<file path="src/rtl/fracuart_pkg.sv">
package fracuart_pkg;

  typedef enum logic [2:0] {
    PAR_NONE  = 3'd0,
    PAR_ODD   = 3'd1,
    PAR_EVEN  = 3'd2,
    PAR_MARK  = 3'd3,
    PAR_SPACE = 3'd4
  } par_e;

  localparam int FRAME_MAX = 12;
  localparam int ERR_PAR   = 0;
  localparam int ERR_FRM   = 1;
  localparam int ERR_OVR   = 2;

  function automatic logic par_on(par_e m);
    return (m == PAR_ODD) || (m == PAR_EVEN) || (m == PAR_MARK) || (m == PAR_SPACE);
  endfunction

  function automatic logic calc_par(logic [7:0] d, logic d8, par_e m);
    logic x;
    x = ^(d & {d8, 7'h7F});
    case (m)
      PAR_ODD:  return ~x;
      PAR_EVEN: return x;
      PAR_MARK: return 1'b1;
      default:  return 1'b0;
    endcase
  endfunction

  function automatic logic [3:0] frame_bits(logic d8, par_e m, logic two);
    return 4'd9 + 4'(d8) + 4'(par_on(m)) + 4'(two);
  endfunction

  function automatic logic [FRAME_MAX-1:0] build_frame(logic [7:0] d, logic d8, par_e m, logic two);
    logic [FRAME_MAX-1:0] f;
    f = '1;
    f[0] = 1'b0;
    for (int i = 0; i < 8; i++)
      if (i < 7 || d8) f[i+1] = d[i];
    if (par_on(m)) f[d8 ? 9 : 8] = calc_par(d, d8, m);
    if (!two) f[FRAME_MAX-1] = 1'b1;
    return f;
  endfunction

endpackage

</file>
<file path="src/rtl/fracuart_bittmr.sv">
module fracuart_bittmr #(
  parameter int INT_W  = 13,
  parameter int FRAC_W = 3,
  parameter bit AT_MID = 1'b0
) (
  input  logic              clk,
  input  logic              rst_n,
  input  logic              ce,
  input  logic              restart,
  input  logic [INT_W-1:0]  div_int,
  input  logic [FRAC_W-1:0] div_frac,
  output logic              strobe
);
  localparam int CW = INT_W + 1;

  logic [CW-1:0]     cnt_q, cnt_d, len;
  logic [FRAC_W-1:0] acc_q, acc_d;
  logic              ext_q, ext_d;
  logic              wrap;

  assign len  = {1'b0, div_int} + CW'(ext_q);
  assign wrap = ce & ~restart & (cnt_q == len - CW'(1));

  generate
    if (AT_MID) begin : g_mid
      assign strobe = ce & ~restart & (cnt_q == (len >> 1));
    end else begin : g_end
      assign strobe = wrap;
    end
  endgenerate

  always_comb begin
    cnt_d = cnt_q;
    acc_d = acc_q;
    ext_d = ext_q;
    if (restart) begin
      cnt_d = '0;
      acc_d = '0;
      ext_d = 1'b0;
    end else if (ce) begin
      if (wrap) begin
        cnt_d = '0;
        {ext_d, acc_d} = {1'b0, acc_q} + {1'b0, div_frac};
      end else begin
        cnt_d = cnt_q + CW'(1);
      end
    end
  end

  always_ff @(posedge clk or negedge rst_n) begin
    if (!rst_n) begin
      cnt_q <= '0;
      acc_q <= '0;
      ext_q <= 1'b0;
    end else begin
      cnt_q <= cnt_d;
      acc_q <= acc_d;
      ext_q <= ext_d;
    end
  end
endmodule

</file>
<file path="src/rtl/fracuart_fifo.sv">
module fracuart_fifo #(
  parameter int W     = 8,
  parameter int DEPTH = 4
) (
  input  logic                       clk,
  input  logic                       rst_n,
  input  logic                       push,
  input  logic [W-1:0]               din,
  input  logic                       pop,
  output logic [W-1:0]               dout,
  output logic [$clog2(DEPTH+1)-1:0] level
);
  localparam int AW = (DEPTH > 1) ? $clog2(DEPTH) : 1;
  localparam int LW = $clog2(DEPTH + 1);

  logic [W-1:0]  mem_q [DEPTH];
  logic [AW-1:0] rd_q, wr_q;
  logic [LW-1:0] cnt_q;
  logic          full, empty, wr_ok, rd_ok;

  assign full  = (cnt_q == LW'(DEPTH));
  assign empty = (cnt_q == '0);
  assign wr_ok = push & (~full | pop);
  assign rd_ok = pop & ~empty;
  assign dout  = mem_q[rd_q];
  assign level = cnt_q;

  always_ff @(posedge clk) begin
    if (wr_ok) mem_q[wr_q] <= din;
  end

  always_ff @(posedge clk or negedge rst_n) begin
    if (!rst_n) begin
      rd_q  <= '0;
      wr_q  <= '0;
      cnt_q <= '0;
    end else begin
      if (wr_ok) wr_q <= (wr_q == AW'(DEPTH-1)) ? '0 : wr_q + AW'(1);
      if (rd_ok) rd_q <= (rd_q == AW'(DEPTH-1)) ? '0 : rd_q + AW'(1);
      cnt_q <= cnt_q + LW'(wr_ok) - LW'(rd_ok);
    end
  end
endmodule

</file>
<file path="src/rtl/fracuart_tx.sv">
module fracuart_tx
  import fracuart_pkg::*;
#(
  parameter int INT_W  = 13,
  parameter int FRAC_W = 3
) (
  input  logic              clk,
  input  logic              rst_n,
  input  logic              ce,
  input  logic [INT_W-1:0]  div_int,
  input  logic [FRAC_W-1:0] div_frac,
  input  logic              d8,
  input  par_e              pmode,
  input  logic              two_stop,
  input  logic              q_empty,
  input  logic [7:0]        q_data,
  output logic              q_pop,
  output logic              txd
);
  logic                 busy_q, busy_d, load, bit_end;
  logic [FRAME_MAX-1:0] sh_q, sh_d;
  logic [3:0]           left_q, left_d;

  assign load  = ~busy_q & ~q_empty;
  assign q_pop = load;
  assign txd   = sh_q[0];

  fracuart_bittmr #(.INT_W(INT_W), .FRAC_W(FRAC_W), .AT_MID(1'b0)) u_tmr (
    .clk(clk), .rst_n(rst_n), .ce(ce), .restart(load),
    .div_int(div_int), .div_frac(div_frac), .strobe(bit_end)
  );

  always_comb begin
    busy_d = busy_q;
    sh_d   = sh_q;
    left_d = left_q;
    if (load) begin
      sh_d   = build_frame(q_data, d8, pmode, two_stop);
      left_d = frame_bits(d8, pmode, two_stop);
      busy_d = 1'b1;
    end else if (busy_q && bit_end) begin
      sh_d   = {1'b1, sh_q[FRAME_MAX-1:1]};
      left_d = left_q - 4'd1;
      busy_d = (left_q != 4'd1);
    end
  end

  always_ff @(posedge clk or negedge rst_n) begin
    if (!rst_n) begin
      busy_q <= 1'b0;
      sh_q   <= '1;
      left_q <= '0;
    end else begin
      busy_q <= busy_d;
      sh_q   <= sh_d;
      left_q <= left_d;
    end
  end
endmodule

</file>
<file path="src/rtl/fracuart_rx.sv">
module fracuart_rx
  import fracuart_pkg::*;
#(
  parameter int INT_W  = 13,
  parameter int FRAC_W = 3
) (
  input  logic              clk,
  input  logic              rst_n,
  input  logic              ce,
  input  logic [INT_W-1:0]  div_int,
  input  logic [FRAC_W-1:0] div_frac,
  input  logic              d8,
  input  par_e              pmode,
  input  logic              two_stop,
  input  logic              rxd,
  output logic              done,
  output logic [7:0]        data,
  output logic              par_err,
  output logic              frm_err
);
  logic                 s1_q, s2_q, run_q, run_d;
  logic                 fall, restart, mid, false_start, last;
  logic [3:0]           idx_q, idx_d, ppos, spos;
  logic [FRAME_MAX-1:0] samp_q, samp_d, samp_n;

  assign fall    = ~s1_q & s2_q;
  assign restart = ~run_q & fall;

  fracuart_bittmr #(.INT_W(INT_W), .FRAC_W(FRAC_W), .AT_MID(1'b1)) u_tmr (
    .clk(clk), .rst_n(rst_n), .ce(ce), .restart(restart),
    .div_int(div_int), .div_frac(div_frac), .strobe(mid)
  );

  always_comb begin
    samp_n         = samp_q;
    samp_n[idx_q]  = s1_q;
    last           = (idx_q == frame_bits(d8, pmode, two_stop) - 4'd1);
    false_start    = (idx_q == 4'd0) & s1_q;
    done           = run_q & mid & ~false_start & last;
    for (int i = 0; i < 8; i++)
      data[i] = (i < 7 || d8) ? samp_n[i+1] : 1'b0;
    ppos    = d8 ? 4'd9 : 4'd8;
    spos    = ppos + 4'(par_on(pmode));
    par_err = par_on(pmode) & (samp_n[ppos] != calc_par(data, d8, pmode));
    frm_err = ~samp_n[spos] | (two_stop & ~samp_n[spos + 4'd1]);
  end

  always_comb begin
    run_d  = run_q;
    idx_d  = idx_q;
    samp_d = samp_q;
    if (restart) begin
      run_d = 1'b1;
      idx_d = 4'd0;
    end else if (run_q && mid) begin
      if (false_start) begin
        run_d = 1'b0;
      end else begin
        samp_d = samp_n;
        idx_d  = idx_q + 4'd1;
        if (last) run_d = 1'b0;
      end
    end
  end

  always_ff @(posedge clk or negedge rst_n) begin
    if (!rst_n) begin
      s1_q   <= 1'b1;
      s2_q   <= 1'b1;
      run_q  <= 1'b0;
      idx_q  <= '0;
      samp_q <= '1;
    end else begin
      s1_q   <= rxd;
      s2_q   <= s1_q;
      run_q  <= run_d;
      idx_q  <= idx_d;
      samp_q <= samp_d;
    end
  end
endmodule

</file>
<file path="src/rtl/fracuart_top.sv">
module fracuart_top
  import fracuart_pkg::*;
#(
  parameter int DIV_INT_W  = 13,
  parameter int DIV_FRAC_W = 3,
  parameter int FIFO_DEPTH = 4
) (
  input  logic                            clk,
  input  logic                            rst_n,
  input  logic [1:0]                      clk_sel,
  input  logic [DIV_INT_W+DIV_FRAC_W-1:0] div_val,
  input  logic                            data8,
  input  logic [2:0]                      par_mode,
  input  logic                            two_stop,
  input  logic                            tx_wr,
  input  logic [7:0]                      tx_data,
  output logic                            tx_full,
  input  logic                            rx_rd,
  output logic [7:0]                      rx_data,
  output logic [$clog2(FIFO_DEPTH+1)-1:0] rx_level,
  output logic [2:0]                      err_flags,
  input  logic                            err_clr,
  input  logic [2:0]                      irq_en,
  output logic                            irq,
  input  logic                            rxd,
  output logic                            txd
);
  localparam int LVL_W = $clog2(FIFO_DEPTH + 1);

  logic [1:0]            rst_sync_q;
  logic                  rst_int_n;
  logic [2:0]            ps_q, ps_mask;
  logic                  ce;
  par_e                  pmode;
  logic [DIV_INT_W-1:0]  div_int;
  logic [DIV_FRAC_W-1:0] div_frac;
  logic [LVL_W-1:0]      tx_level;
  logic [7:0]            tq_data, rx_char;
  logic                  tx_pop, tx_empty, rx_full;
  logic                  rx_done, rx_perr, rx_ferr;
  logic [2:0]            err_q, err_d, err_set;

  always_ff @(posedge clk or negedge rst_n) begin
    if (!rst_n) rst_sync_q <= 2'b00;
    else        rst_sync_q <= {rst_sync_q[0], 1'b1};
  end
  assign rst_int_n = rst_sync_q[1];

  assign pmode    = par_e'(par_mode);
  assign div_int  = div_val[DIV_INT_W+DIV_FRAC_W-1:DIV_FRAC_W];
  assign div_frac = div_val[DIV_FRAC_W-1:0];

  always_comb begin
    case (clk_sel)
      2'd0:    ps_mask = 3'b000;
      2'd1:    ps_mask = 3'b001;
      2'd2:    ps_mask = 3'b011;
      default: ps_mask = 3'b111;
    endcase
  end
  assign ce = ((ps_q & ps_mask) == 3'b000);

  always_ff @(posedge clk or negedge rst_int_n) begin
    if (!rst_int_n) ps_q <= '0;
    else            ps_q <= ps_q + 3'd1;
  end

  fracuart_fifo #(.W(8), .DEPTH(FIFO_DEPTH)) u_txq (
    .clk(clk), .rst_n(rst_int_n), .push(tx_wr), .din(tx_data),
    .pop(tx_pop), .dout(tq_data), .level(tx_level)
  );
  assign tx_full  = (tx_level == LVL_W'(FIFO_DEPTH));
  assign tx_empty = (tx_level == '0);

  fracuart_tx #(.INT_W(DIV_INT_W), .FRAC_W(DIV_FRAC_W)) u_tx (
    .clk(clk), .rst_n(rst_int_n), .ce(ce), .div_int(div_int), .div_frac(div_frac),
    .d8(data8), .pmode(pmode), .two_stop(two_stop),
    .q_empty(tx_empty), .q_data(tq_data), .q_pop(tx_pop), .txd(txd)
  );

  fracuart_rx #(.INT_W(DIV_INT_W), .FRAC_W(DIV_FRAC_W)) u_rx (
    .clk(clk), .rst_n(rst_int_n), .ce(ce), .div_int(div_int), .div_frac(div_frac),
    .d8(data8), .pmode(pmode), .two_stop(two_stop), .rxd(rxd),
    .done(rx_done), .data(rx_char), .par_err(rx_perr), .frm_err(rx_ferr)
  );

  fracuart_fifo #(.W(8), .DEPTH(FIFO_DEPTH)) u_rxq (
    .clk(clk), .rst_n(rst_int_n), .push(rx_done), .din(rx_char),
    .pop(rx_rd), .dout(rx_data), .level(rx_level)
  );
  assign rx_full = (rx_level == LVL_W'(FIFO_DEPTH));

  always_comb begin
    err_set          = '0;
    err_set[ERR_PAR] = rx_done & rx_perr;
    err_set[ERR_FRM] = rx_done & rx_ferr;
    err_set[ERR_OVR] = rx_done & rx_full & ~rx_rd;
    err_d            = (err_q & ~{3{err_clr}}) | err_set;
  end

  always_ff @(posedge clk or negedge rst_int_n) begin
    if (!rst_int_n) err_q <= '0;
    else            err_q <= err_d;
  end

  assign err_flags = err_q;
  assign irq       = |(irq_en & {tx_empty, |err_q, (rx_level != '0)});
endmodule

</file>
<file path="config.mk">
export PLATFORM = sky130hd
export DESIGN_NAME = fracuart_top
export DESIGN_NICKNAME = d
export VERILOG_FILES = /design/src/rtl/fracuart_pkg.sv /design/src/rtl/fracuart_bittmr.sv /design/src/rtl/fracuart_fifo.sv /design/src/rtl/fracuart_tx.sv /design/src/rtl/fracuart_rx.sv /design/src/rtl/fracuart_top.sv
export SDC_FILE = /design/constraint.sdc
export NUM_CORES = 1
export LEC_CHECK = 0
export ABC_CLOCK_PERIOD_IN_PS = 2770
export BUFFER_PORTS_ARGS = -buffer_cell sky130_fd_sc_hd__buf_2
export CORE_MARGIN = 4
export CORE_UTILIZATION = 40
export CTS_CLUSTER_SIZE = 20
export DETAILED_ROUTE_END_ITERATION = 10
export SYNTH_ARGS = -nofsm -noshare
export SYNTH_HDL_FRONTEND = slang
export SYNTH_SLANG_ARGS = --single-unit
</file>
<file path="constraint.sdc">
create_clock -name clk -period 2.77 [get_ports clk]
set_input_delay 0.1385 -clock clk [delete_from_list [all_inputs] [get_ports clk]]
set_output_delay 0.1385 -clock clk [all_outputs]
set_load 0.02 [all_outputs]
</file>
After elaboration in Yosys (flattened, before gate mapping)
Memory sizes are Yosys's and may differ from the RTL's.
Cells that the tools add are included.
{"block": "word_totals", "mem_bits_rw": 64, "reg_bits": 94, "output_inout_bits": 17, "n_memories": 2}
{"memory": "u_rxq.mem_q", "words": 4, "width": 8, "rd": 1, "rd_ports_with_merged_regs": 0, "write_ports": 1, "line": "fracuart_fifo.sv:16", "text": "logic [W-1:0] mem_q [DEPTH];"}
{"memory": "u_txq.mem_q", "words": 4, "width": 8, "rd": 1, "rd_ports_with_merged_regs": 0, "write_ports": 1, "line": "fracuart_fifo.sv:16"}
{"block": "op_classes", "mux": 70, "eq_ne": 19, "addsub": 25, "reduce_logical": 29, "n_lt_le_gt_ge": 7, "bitwise_logic": 47}
{"operator": "$mux 14", "count": 6}
{"operator": "$mux 1", "count": 36}
{"operator": "$mux 12", "count": 3}
{"operator": "$ge 32x1->1 const B", "count": 1}
{"operator": "$lt 32x6->1 const B", "count": 1}
{"operator": "$add 13x1->14", "count": 2}
{"operator": "$add 14x1->14 const B", "count": 2}
{"operator": "$eq 14x14->1", "count": 2}
{"operator": "$sub 14x1->14 const B", "count": 2}
{"operator": "$bwmux 12", "count": 2}
{"operator": "$and 1x1->1", "count": 22}
{"operator": "$lt 4x5->1 const B", "count": 4}
{"operator": "$mux 4", "count": 5}
{"operator": "$mux 3", "count": 6}
{"operator": "$and 8x8->8", "count": 2}
{"operator": "$reduce_xor 8->1", "count": 2}
{"operator": "$not 1->1", "count": 15}
{"operator": "$eq 14x13->1", "count": 1}
{"operator": "$add 4x1->4", "count": 3}
{"operator": "$bmux 1 s4", "count": 3}
{"operator": "$reduce_bool 2->1", "count": 6}
{"operator": "$eq 2x2->1 const B", "count": 5}
{"operator": "$and 3x3->3", "count": 3}
{"operator": "$eq 3x3->1 const B", "count": 3}
{"operator": "other kinds (32)", "count": 60}

Logic depth before layout (Yosys ltp)
{"block": "depth", "depth_word": 14, "depth_mapped": 16, "mapped_depth_nobuf": 14}

Cells and area by module
A second synthesis with hierarchy kept.
{"block": "hier_totals", "cells_unflattened": 885, "area_unflattened_um2": 9666.8}
{"module": "fracuart_fifo", "cells_per_inst": 79, "n_inst": 2, "area_each_um2": 1581.5}
{"module": "fracuart_bittmr (u_rx.u_tmr)", "cells_per_inst": 293, "n_inst": 1, "area_each_um2": 2424.8}
{"module": "fracuart_bittmr (u_tx.u_tmr)", "cells_per_inst": 163, "n_inst": 1, "area_each_um2": 1451.4}
{"module": "fracuart_rx", "cells_per_inst": 148, "n_inst": 1, "area_each_um2": 1392.6}
{"module": "fracuart_tx", "cells_per_inst": 94, "n_inst": 1, "area_each_um2": 902.1}
{"module": "fracuart_top", "cells_per_inst": 29, "n_inst": 1, "area_each_um2": 332.8}

Least setup slack after synthesis
OpenSTA, ideal clock, no wires.
{"block": "synth_path", "path_kind": "register -> register", "start": "register u_rx.u_tmr.ext_q", "end": "register u_rxq.cnt_q[2] (netlist: u_rxq.level[2])", "required_time_ps": 2640, "period_less_slack_ps": 4113, "setup_time_ps": 130, "t_arrival_ps": 3984, "path_slack_ps": -1343, "path_stages_with_launch": 16, "cell_sequence": "dfrtp_1 > ha_1 > ha_1 > buf_2 > xor2_1 > xnor2_1 > o21ai_2 > or4_1 > or3_1 > or4_4 > nor4b_4 > ha_1 > inv_1 > fa_1 > xnor2_1 > xnor2_1"}
{"block": "synth_via", "elab_chain_cells": 9}
{"element": "start: declaration", "line": "fracuart_bittmr.sv:18", "text": "logic ext_q, ext_d;"}
{"element": "start signal: assignment", "line": "fracuart_bittmr.sv:58", "text": "ext_q <= ext_d;"}
{"element": "$add 13x1->14", "line": "fracuart_bittmr.sv:21", "text": "assign len = {1'b0, div_int} + CW'(ext_q);"}
{"element": "$eq 14x13->1", "line": "fracuart_bittmr.sv:26", "text": "assign strobe = ce & ~restart & (cnt_q == (len >> 1));"}
{"element": "$and 1x1->1", "line": "fracuart_bittmr.sv:26"}
{"element": "$and 1x1->1 (3 in a row)", "line": "fracuart_rx.sv:39", "text": "done = run_q & mid & ~false_start & last;"}
{"element": "$and 1x1->1", "line": "fracuart_fifo.sv:23", "text": "assign wr_ok = push & (~full | pop);"}
{"element": "net u_rxq.wr_ok", "line": "fracuart_fifo.sv:19", "text": "logic full, empty, wr_ok, rd_ok;"}
{"element": "$add 3x1->3", "line": "fracuart_fifo.sv:40", "text": "cnt_q <= cnt_q + LW'(wr_ok) - LW'(rd_ok);"}
{"element": "$sub 3x1->3", "line": "fracuart_fifo.sv:40"}
{"element": "end signal: assignment", "line": "fracuart_fifo.sv:40"}
{"element": "end: declaration", "line": "fracuart_fifo.sv:18", "text": "logic [LW-1:0] cnt_q;"}
The timed path passes the listed nets, and every way through them passes these cells.
A chain may end at the register's enable or synchronous reset.

Worst setup path after layout
Ends and elaborated chain as after synthesis.

==> metrics <==
Tot GR Track Use=18.2%; core area=0.0229 mm^2; Post-Layout Inst Area=0.0128 mm^2; Chip Height=161 um; antenna cells=0; Final setup viols=106; outcome=finished with violations; failing checks=setup timing; Final Slew Violations=0; via count=about 7400; Slew HR=59.8%; Seq. cell area=roughly 0.0042 mm^2; vias per inst=5.20; Num CTS Buffers=17; post-synth top area share=20.4%; final WL=23500 um; Clock Latency Late Sink=0.43 ns; worst min path class=in -> reg; TritonCTS clock tree=done; Crit. End Element=flop; number of DRC markers in iteration 0=399; Final Cycle Share=139%; Layout Cells excl Fill=1417; max-cap viol count=0; Synth cell types=83; worst-path cell chain=ha_4 -> ha_4 -> xor2_1 -> or3_1 -> or4_4 -> or3_1 -> or4_4 -> nor4b_4 -> ha_2 -> inv_2 -> fa_2 -> xnor2_2 -> xnor2_1; TritonRoute pass-1 iters=5; YS warnings=0; WP buf/inv=1; Max Freq=roughly 0.26 GHz; cell family with most CP delay=simple AND/OR/NAND/NOR gates; Post-Synthesis Cells=874; placed instance area=0.0112 mm^2; Area contributors post-synth=edfxtp_1 (20%), dfrtp_1 (18%), dfstp_2 (6.4%); Area growth syn-to-layout=36.1%; RSZ-0062 raised after global routing=true; effective utilization at floorplan=41.1%; Least-Margin Pin Slew=between 0.6 and 0.7 ns; Die X=161 um; biggest area consumer among synthesized cells=edfxtp_1; Fin Hold WS=between 0.08 and 0.09 ns; worst-path maximum fanout=3; Post-Place Cells=1350; number of global-route vias before repair=roughly 7400; fraction of layout cells with a size suffix above 1=38.0%; pin count of the biggest net entering global routing=54; Syn Nets=957; VDD IR max=0.000431 V; I/O Buffers=56; CTS Sinks=155; share of flip-flops with an asynchronous set or reset=approximately three fifths; post-layout util=a little under three fifths; WS Path Type=reg -> reg; leakage power=0.00537 uW; nets@finish=1174; H-tree levels=4; antenna violations before repair=0; Post-DRT Antenna Nets=0; Critical Path AT=4.17 ns; CP Data Required Time=3.08 ns; final setup margin=-1.09 ns; CP startpoint kind=flop; CTS root buffer=clkbuf_16; DRC viols=0; Detailed Place HPWL=17000 um; sequential area share after synthesis=about 45%; crit-path max cell delay=0.48 ns; EDFF count, synth=64; placer's final routability congestion estimate=0.914; grt total ovfl=0; Final Skew=roughly 0.016 ns; Synth Flop Type=dfrtp_1; Max Root-Sink Buffers=2; area occupied by multi-input gates=0.00547 mm^2; post-synthesis cell area=0.00941 mm^2; num rows=between 50 and 60; Wirelength per Cell=16.6 um; final hold violations=0; Clock Pin Slew Worst Setup and Hold Paths=0.07 ns; slowest stage cell, crit path=or4_4; Seq cells post-synth=155; fill count=1944; first-pass GRT wire length=38400 um; Place WS=-1.09 ns; IO Count=57; PwrDens=just under 600 mW/mm^2; Die ar.=around 0.026 mm^2; Reg2Reg Setup Slack=-1.09 ns; Avg Cell Area, Syn=10.8 um^2; Tmin final=3.86 ns
routing by layer:
metal / track usage (%) / vias to the layer above / share of wire [%]
met2: 30.9 / 117 / 50
met4: 4.69 / 0 / 1.7
met3: 2.78 / 29 / 2.6
met5: 0 / - / 0
li1: - / 3615 / -
met1: 24.4 / 3612 / 45
flip-flops by register name (all words and copies together), names as in the netlist, 4 cells and up:
name              flops
u_rx.idx_q            4
u_rx.samp_q          11
u_rx.u_tmr.cnt_q     14
u_rxq.mem_q          32
u_tx.left_q           4
u_tx.sh_q            10
u_tx.u_tmr.cnt_q     14
u_txq.mem_q          32
worst paths after layout:
| kind | endpoint | startpoint | cells past startpoint |
|---|---|---|---|
| min in group asynchronous | u_tx.u_tmr.cnt_q[13] | rst_sync_q[1] | 0 |
| max in group asynchronous | u_rx.samp_q[6] | rst_sync_q[1] | 1 |
| worst min register to register | u_tx.u_tmr.cnt_q[13] | rst_sync_q[1] | 0 |
| worst min-delay path | err_flags[1] | two_stop | 3 |
| worst max register to register | u_rxq.level[2] | u_rx.u_tmr.ext_q | 13 |
| worst max-delay path | u_rxq.level[2] | u_rx.u_tmr.ext_q | 13 |
report_power, final:
group          leakage [uW]  total, uW  internal, uW  switching [uW]
logic               0.00342       2030          1030             995
registers           0.00165       2960          2670             286
clock network      0.000297       2400          1310            1100
total               0.00537       7390          5010            2380
worst register-to-register path, cell delays in order (launching register included):
cell and delay [ns]:
dfrtp_1 0.41, ha_4 0.18, ha_4 0.22, xor2_1 0.13
or3_1 0.30, or4_4 0.48, or3_1 0.33, or4_4 0.47
nor4b_4 0.33, ha_2 0.23, inv_2 0.04, fa_2 0.36
xnor2_2 0.15, xnor2_1 0.12
final cells by class:
class / instances / share of cell area, %
multi-input cells: 624 / 42.7
flip-flops and latches: 155 / 33.0
repair buffers: 241 / 14.8
clock buffers: 17 / 3.32
well taps: 313 / 3.06
clock inverters: 15 / 1.58
inverters: 52 / 1.52
cells in the final DEF, fill, tap and decap left out, types with 16 or more instances in the layout:
| cell type | synthesis | routed |
|---|---|---|
| buf_4 | 2 | 144 |
| o21ai_0 | 29 | 16 |
| nand3_1 | 36 | 33 |
| xor2_1 | 33 | 32 |
| a21oi_1 | 21 | 17 |
| edfxtp_1 | 64 | 64 |
| buf_2 | 9 | 56 |
| nor2_1 | 56 | 54 |
| mux4_2 | 16 | 16 |
| mux2i_1 | 25 | 24 |
| dfstp_2 | 23 | 23 |
| xnor2_1 | 57 | 51 |
| inv_1 | 51 | 47 |
| clkbuf_16 | 0 | 19 |
| and3_1 | 20 | 19 |
| dfrtp_1 | 68 | 67 |
| buf_6 | 1 | 19 |
| nand2_1 | 59 | 54 |
| ha_1 | 38 | 32 |
cells in the mapped netlist, drive strengths merged (3+ instances only):
cell type  instances
a211o              3
a211oi             4
a21boi             4
a21o               5
a21oi             21
a221o              3
a22o               3
a31oi             14
and2              16
and3              20
and4               8
buf               16
clkbuf            28
dfrtp             68
dfstp             23
edfxtp            64
fa                 5
ha                38
inv               51
mux2              22
mux2i             25
mux4              16
nand2             59
nand2b             3
nand3             36
nand3b             5
nand4             13
nor2              56
nor2b              6
nor3              22
nor3b              6
nor4              13
nor4b              5
o2111ai            5
o211ai             4
o21a               5
o21ai             31
o22ai              3
o31ai              3
or3               11
or4                6
xnor2             57
xnor3              4
xor2              33
metrics by stage:
step	setup TNS, ns	power (uW)
floorplan	-32.10	4180
finish	-50.03	7390
global route	-63.33	7790
detailed placement	-58.71	4870
global placement	-56.06	4820
CTS	-45.17	7380
what timing repair did:
item	in CTS	in global routing
setup buffers	11	10
endpoints found under the hold margin	39	0
endpoints found under the setup margin	107	107
gates cloned	4	1
hold buffers	13	0
resized for setup	85	56
pin swaps	40	28
cells by family after synthesis:
logic type	share of synthesized area [%]
mux	9.20
other cells	0.0398
xor+xnor	9.33
flops	44.9
compound gates	9.36
fa+ha+maj	6.11
buf+inv	4.12
simple gates	16.9
(Power assumes the default switching activity.)
